`config.mk`:
```
export PLATFORM = sky130hd
export DESIGN_NAME = pgx_translator
export DESIGN_NICKNAME = d
export VERILOG_FILES = /design/src/rtl/pgx_pkg.sv /design/src/rtl/pgx_tag_store.sv /design/src/rtl/pgx_match_array.sv /design/src/rtl/pgx_prio_enc.sv /design/src/rtl/pgx_translator.sv
export SDC_FILE = /design/constraint.sdc
export NUM_CORES = 2
export LEC_CHECK = 0
export ABC_AREA = 1
export ABC_CLOCK_PERIOD_IN_PS = 21000
export BUFFER_PORTS_ARGS = -buffer_cell sky130_fd_sc_hd__buf_2
export CAP_MARGIN = 10
export CORE_AREA = 3 3 382 384
export CTS_CLUSTER_SIZE = 24
export DETAILED_ROUTE_END_ITERATION = 8
export DIE_AREA = 0 0 385 387
export MAX_ROUTING_LAYER = met4
export PLACE_DENSITY_LB_ADDON = 0.2
export SLEW_MARGIN = 10
export SYNTH_ARGS = -nofsm -noshare
export SYNTH_HDL_FRONTEND = slang
export SYNTH_SLANG_ARGS = --single-unit
```
`constraint.sdc`:
```
create_clock -name clk -period 21 [get_ports clk]
set_clock_uncertainty 0.15 [all_clocks]
set_input_delay 4.2 -clock clk [delete_from_list [all_inputs] [get_ports clk]]
set_output_delay 4.2 -clock clk [all_outputs]
set_load 0.03 [all_outputs]
```
`src/rtl/pgx_pkg.sv`:
```
package pgx_pkg;

    localparam int LA_W    = 26;
    localparam int IDX_W   = 7;
    localparam int ENTRIES = 1 << IDX_W;
    localparam int SZ_W    = 2;
    localparam int MIN_OFS = 12;
    localparam int MAX_OFS = MIN_OFS + (1 << SZ_W) - 1;
    localparam int LPN_W   = LA_W - MIN_OFS;
    localparam int PA_W    = IDX_W + MAX_OFS;

    typedef enum logic [SZ_W-1:0] {
        PG_4K  = 2'd0,
        PG_8K  = 2'd1,
        PG_16K = 2'd2,
        PG_32K = 2'd3
    } pgsz_e;

    typedef struct packed {
        logic             valid;
        logic [LPN_W-1:0] lpn;
        logic [LA_W-1:0]  laddr;
        logic [4:0]       ofs_w;
    } lk_req_t;

    typedef struct packed {
        logic            valid;
        logic            abort;
        logic            multi;
        logic [PA_W-1:0] paddr;
    } xl_res_t;

    function automatic logic [4:0] ofs_width(pgsz_e sz);
        return 5'(MIN_OFS) + 5'(sz);
    endfunction

    function automatic logic [LPN_W-1:0] page_of(logic [LA_W-1:0] la, logic [4:0] ow);
        logic [LPN_W-1:0] r;
        r = '0;
        for (int b = 0; b < LPN_W; b++) begin
            for (int s = MIN_OFS; s <= MAX_OFS; s++) begin
                if (int'(ow) == s && (b + s) < LA_W)
                    r[b] = la[b + s];
            end
        end
        return r;
    endfunction

    function automatic logic [PA_W-1:0] join_pa(logic [IDX_W-1:0] idx,
                                                logic [LA_W-1:0] la,
                                                logic [4:0] ow);
        logic [PA_W-1:0] r;
        r = '0;
        for (int b = 0; b < PA_W; b++) begin
            if (b < int'(ow))
                r[b] = la[b];
            else if ((b - int'(ow)) < IDX_W)
                r[b] = idx[b - int'(ow)];
        end
        return r;
    endfunction

endpackage

```
`src/rtl/pgx_tag_store.sv`:
```
module pgx_tag_store
    import pgx_pkg::*;
#(
    parameter int N  = ENTRIES,
    parameter int IW = IDX_W,
    parameter int TW = LPN_W
) (
    input  logic          clk,
    input  logic          rst,
    input  logic          wr_en,
    input  logic [IW-1:0] wr_idx,
    input  logic [TW-1:0] wr_lpn,
    input  logic          wr_vld,
    output logic [TW-1:0] tag_q [N],
    output logic [N-1:0]  vld_q
);

    always_ff @(posedge clk) begin
        if (rst) begin
            vld_q <= '0;
        end else if (wr_en) begin
            vld_q[wr_idx] <= wr_vld;
        end
    end

    always_ff @(posedge clk) begin
        if (wr_en && !rst)
            tag_q[wr_idx] <= wr_lpn;
    end

    // reset leaves no slot valid
    p_reset_clears_r7: assert property (@(posedge clk) rst |=> vld_q == '0);

    // a written slot holds the new tag and flag after the edge
    p_write_lands_r6: assert property (@(posedge clk) disable iff (rst)
        wr_en |=> (tag_q[$past(wr_idx)] == $past(wr_lpn)) &&
                  (vld_q[$past(wr_idx)] == $past(wr_vld)));

endmodule

```
`src/rtl/pgx_match_array.sv`:
```
module pgx_match_array
    import pgx_pkg::*;
#(
    parameter int N  = ENTRIES,
    parameter int TW = LPN_W
) (
    input  logic [TW-1:0] lpn,
    input  logic [TW-1:0] tag_q [N],
    input  logic [N-1:0]  vld_q,
    output logic [N-1:0]  hit_vec
);

    for (genvar g = 0; g < N; g++) begin : g_cell
        assign hit_vec[g] = vld_q[g] && (tag_q[g] == lpn);
    end

endmodule

```
`src/rtl/pgx_prio_enc.sv`:
```
module pgx_prio_enc
    import pgx_pkg::*;
#(
    parameter int N  = ENTRIES,
    parameter int IW = IDX_W
) (
    input  logic          clk,
    input  logic          rst,
    input  logic [N-1:0]  hit_vec,
    output logic          any_hit,
    output logic          multi,
    output logic [IW-1:0] idx
);

    always_comb begin
        idx = '0;
        for (int i = N - 1; i >= 0; i--) begin
            if (hit_vec[i])
                idx = IW'(i);
        end
    end

    always_comb begin
        logic seen;
        seen  = 1'b0;
        multi = 1'b0;
        for (int i = 0; i < N; i++) begin
            if (hit_vec[i]) begin
                if (seen)
                    multi = 1'b1;
                seen = 1'b1;
            end
        end
        any_hit = seen;
    end

    // the chosen slot matches and no lower slot does
    p_lowest_wins_r5: assert property (@(posedge clk) disable iff (rst)
        any_hit |-> hit_vec[idx] && ((hit_vec & ((N'(1) << idx) - N'(1))) == '0));

    // the multi flag agrees with the match count
    p_multi_count_r5: assert property (@(posedge clk) disable iff (rst)
        multi == ($countones(hit_vec) > 1));

endmodule

```
`src/rtl/pgx_translator.sv`:
```
module pgx_translator
    import pgx_pkg::*;
(
    input  logic               clk,
    input  logic               rst,
    input  logic               lk_valid,
    input  logic [LA_W-1:0]    lk_laddr,
    input  logic [SZ_W-1:0]    pg_size,
    input  logic               wr_en,
    input  logic [IDX_W-1:0]   wr_idx,
    input  logic [LPN_W-1:0]   wr_lpn,
    input  logic               wr_vld,
    output logic               xl_valid,
    output logic               xl_abort,
    output logic               xl_multi,
    output logic [PA_W-1:0]    xl_paddr
);

    lk_req_t            req;
    xl_res_t            res_d, res_q;
    logic [LPN_W-1:0]   tag_q [ENTRIES];
    logic [ENTRIES-1:0] vld_q;
    logic [ENTRIES-1:0] hit_vec;
    logic               any_hit;
    logic               multi;
    logic [IDX_W-1:0]   hit_idx;

    always_comb begin
        req.valid = lk_valid;
        req.laddr = lk_laddr;
        req.ofs_w = ofs_width(pgsz_e'(pg_size));
        req.lpn   = page_of(lk_laddr, req.ofs_w);
    end

    pgx_tag_store #(.N(ENTRIES), .IW(IDX_W), .TW(LPN_W)) u_store (
        .clk    (clk),
        .rst    (rst),
        .wr_en  (wr_en),
        .wr_idx (wr_idx),
        .wr_lpn (wr_lpn),
        .wr_vld (wr_vld),
        .tag_q  (tag_q),
        .vld_q  (vld_q)
    );

    pgx_match_array #(.N(ENTRIES), .TW(LPN_W)) u_match (
        .lpn     (req.lpn),
        .tag_q   (tag_q),
        .vld_q   (vld_q),
        .hit_vec (hit_vec)
    );

    pgx_prio_enc #(.N(ENTRIES), .IW(IDX_W)) u_prio (
        .clk     (clk),
        .rst     (rst),
        .hit_vec (hit_vec),
        .any_hit (any_hit),
        .multi   (multi),
        .idx     (hit_idx)
    );

    always_comb begin
        res_d.valid = req.valid;
        res_d.abort = req.valid && !any_hit;
        res_d.multi = req.valid && multi;
        res_d.paddr = (req.valid && any_hit) ? join_pa(hit_idx, req.laddr, req.ofs_w) : '0;
    end

    always_ff @(posedge clk) begin
        if (rst)
            res_q <= '0;
        else
            res_q <= res_d;
    end

    assign xl_valid = res_q.valid;
    assign xl_abort = res_q.abort;
    assign xl_multi = res_q.multi;
    assign xl_paddr = res_q.paddr;

    // one result per request, one cycle later
    p_latency_r8: assert property (@(posedge clk) disable iff (rst)
        lk_valid |=> xl_valid);
    p_idle_r8: assert property (@(posedge clk) disable iff (rst)
        !lk_valid |=> !xl_valid && !xl_abort && !xl_multi);

    // a request with no matching slot aborts with a zero address
    p_miss_abort_r4: assert property (@(posedge clk) disable iff (rst)
        (lk_valid && hit_vec == '0) |=> xl_abort && xl_paddr == '0);
    p_hit_clean_r4: assert property (@(posedge clk) disable iff (rst)
        (lk_valid && hit_vec != '0) |=> !xl_abort);

    // the page field of the address carries the chosen slot
    p_paddr_page_r3: assert property (@(posedge clk) disable iff (rst)
        (lk_valid && any_hit) |=>
            (xl_paddr >> $past(req.ofs_w)) == PA_W'($past(hit_idx)));

    // multi-match is only reported on a hit
    p_multi_hit_r5: assert property (@(posedge clk) disable iff (rst)
        xl_multi |-> xl_valid && !xl_abort);

endmodule

```
==> flow_summary.json <==
{
  "routed_via_density": 6.71,
  "crit_required_ns": 21.58,
  "holdCritPathClass": "reg2reg",
  "ys_ff_latch": 1945,
  "grt_pass1_wl_um": 389000,
  "postSynthCellCount": 7081,
  "synth_area_leaders": "edfxtp_1 (63%), xnor2_1 (4.9%), nand2_1 (4.7%), dfxtp_1 (3.6%), o21ai_0 (3.2%)",
  "rsz0062_at_grt": "no",
  "slew_violations": 0,
  "max_freq_mhz": 61.8,
  "grt_usage_pct": 37.1,
  "drive_above_1_share_pct": 11.1,
  "max-vdd-ir-drop_v": 0.0000793,
  "p_total_mw": 8.49,
  "ant_nets": 0,
  "cts_sinks": 1945,
  "fin_util_pct": 66.1,
  "core-area_mm2": 0.143,
  "nets": 7143,
  "drt-total-wl_um": 273000,
  "max_slew_margin_pct": 12.3,
  "cpMostUsedCell": "nand2_1",
  "cpPeakStageDelay_ns": 0.77,
  "yosys.area.top_type": "edfxtp_1",
  "clk_latency_ns": 0.86,
  "ys.flop_type": "edfxtp_1",
  "multi_input_area_mm2": 0.0266,
  "dr.pass1.iters": 7,
  "ff_latch_area_mm2": 0.0569,
  "synth_top_area_share_pct": 62.8,
  "crit_path_end_kind": "flip-flop",
  "setup_viol_count_final": 0,
  "worstPathMaxFanout": 55,
  "io_buffer_count": 78,
  "detail_route.wl_per_cell_um": 29.8,
  "clk_pin_slew_ns": 0.06,
  "post_cts.repair.setup_buffers": 0,
  "cts-root-buf": "clkbuf_16",
  "layout_common_cells": "edfxtp_1 (1792), nand2_1 (1059), o21ai_0 (547)",
  "yosysWarnings": 0,
  "num_rows": 139,
  "cts_tree": "done",
  "cts-htree-levels": 4,
  "grt_pass1_vias": 57600,
  "cts_buffers": 195,
  "fp.dieW_um": 385,
  "die-area_mm2": 0.149,
  "leakage_nw": 31.6,
  "synth_edf_count": 1792,
  "ys_seq_area_share_pct": 66.4,
  "yosysUniqueCellTypes": 69,
  "mostFrequentLayoutCell": "edfxtp_1",
  "crit_type": "in2reg",
  "setup_tns_ns": 0,
  "via_count": 61500,
  "slowest_stage": "buf_4",
  "dp.final_hpwl_um": 153000,
  "clockBufferDepth": 3,
  "crit_path_start_kind": "input port",
  "initial_core_util_pct": 59.9,
  "drt_iter0_drc": 9010,
  "hold_slack_ns": 0.291,
  "syn_area_mm2": 0.0857,
  "grt_remaining_overflow": 0,
  "die_y_um": 387,
  "fillers": 10200,
  "crit_arrival_ns": 16.75,
  "worst-slew-pin-transition_ns": 1.31,
  "io_pins": 79,
  "syn_area_per_cell_um2": 12.1,
  "min_period_over_period_pct": 77.0,
  "drcViolationCount": 0,
  "ys_async_sr_fraction_pct": 0,
  "grt_start_max_net_pins": 106,
  "final_hold_viol_count": 0,
  "syn_nets": 7140,
  "power.density_mw_per_mm2": 89.7,
  "place.gp.congestion": 1.01,
  "ctsHoldBuffers": 0,
  "grt_antenna_before_repair": 10,
  "maxCapViolations": 0,
  "ctsResizeCount": 0,
  "layout_min_cycle_time_ns": 16.17,
  "status": "finished, final reports clean",
  "syn_to_final_growth_pct": 10.5
}
==> through the flow <==
step,setup WS [ns],instances,instance area (µm²)
after global placement,4.25,8790,88300
after global routing,3.63,9165,94700
after floorplan,8.12,7081,85700
final,4.83,9166,94700
after detailed placement,4.47,8790,88300
after CTS,5.24,9157,94600
==> metal layers <==
| layer | GRT usage, % | vias up | share of wire, % |
|---|---|---|---|
| li1 | - | 26100 | - |
| met1 | 49.9 | 30000 | 37 |
| met2 | 55.3 | 4576 | 45 |
| met3 | 7.01 | 815 | 13 |
| met4 | 17.0 | 0 | 5.2 |
| met5 | - | - | 0 |
==> power breakdown <==
group	internal, mW	total, mW	switching, mW
Combinational	0.188	0.769	0.581
Sequential	4.23	4.24	0.00383
Clock	1.98	3.49	1.51
Total	6.40	8.49	2.09
==> path summary, 6_finish.rpt <==
| check | end | slack (ns) | from | cells after the start |
|---|---|---|---|---|
| worst min-delay path | u_store.vld_q[79] | 0.29 | u_store.vld_q[79] | 2 |
| worst min register to register | u_store.vld_q[79] | 0.29 | u_store.vld_q[79] | 2 |
| worst max register to register | xl_paddr[18] | 10.77 | u_store.tag_q[14] | 138 |
| worst max-delay path | xl_paddr[18] | 4.83 | pg_size[0] | 126 |
==> registers in the layout, indices dropped and copies added, names as in the netlist <==
name / flops
u_store.tag_q: 1792
u_store.vld_q: 128
xl_paddr: 22
xl_abort: 1
xl_multi: 1
xl_valid: 1
==> critical path: cells and delay by family <==
family	cells	cell delay [ns]
AO/OA/AOI/OAI	2	0.57
adder cells (fa/ha/maj)	1	0.73
buffers and inverters	5	2.05
AND/OR/NAND/NOR	118	9.13
==> synthesized netlist by cell type, types with 7 or more instances <==
| master | count |
|---|---|
| o22ai_1 | 170 |
| o21bai_1 | 8 |
| o211ai_1 | 35 |
| buf_1 | 35 |
| clkbuf_1 | 121 |
| o2111ai_1 | 34 |
| nand3b_1 | 13 |
| nand2_2 | 21 |
| nand4_1 | 120 |
| a31o_2 | 11 |
| nor4b_1 | 14 |
| nor4_1 | 207 |
| a221oi_1 | 102 |
| a311oi_1 | 12 |
| a2111oi_0 | 72 |
| inv_1 | 242 |
| nor2_1 | 434 |
| buf_4 | 27 |
| a22o_1 | 67 |
| a21o_1 | 19 |
| nand2_1 | 1063 |
| a21oi_1 | 251 |
| a211oi_1 | 44 |
| buf_6 | 14 |
| nand3_1 | 118 |
| xnor2_1 | 481 |
| o21ai_0 | 547 |
| edfxtp_1 | 1792 |
| or2_2 | 158 |
| o21a_1 | 12 |
| inv_2 | 7 |
| clkinv_1 | 7 |
| a221o_1 | 14 |
| nor3_1 | 151 |
| xor2_1 | 192 |
| buf_2 | 192 |
| dfxtp_1 | 153 |
| a31oi_1 | 28 |
==> logic make-up after synthesis <==
kind of cell / Yosys count / share of synthesized area, %
fa+ha+maj: 5 / 0.0730
xor+xnor: 674 / 6.90
flops: 1945 / 66.4
compound gates: 1483 / 10.9
buf+inv: 646 / 3.36
simple gates: 2328 / 12.4
==> layout make-up <==
class                           count  share of cell area (%)
Tap cell                         1903                    2.52
Inverter                          256                    1.03
Clock buffer                      262                    5.59
Sequential cell                  1945                    60.1
Antenna cell                        9                  0.0238
Timing Repair Buffer              196                    1.53
Clock inverter                    105                    1.16
Multi-Input combinational cell   4490                    28.1
Note: power is estimated with default switching activity, not from simulation.
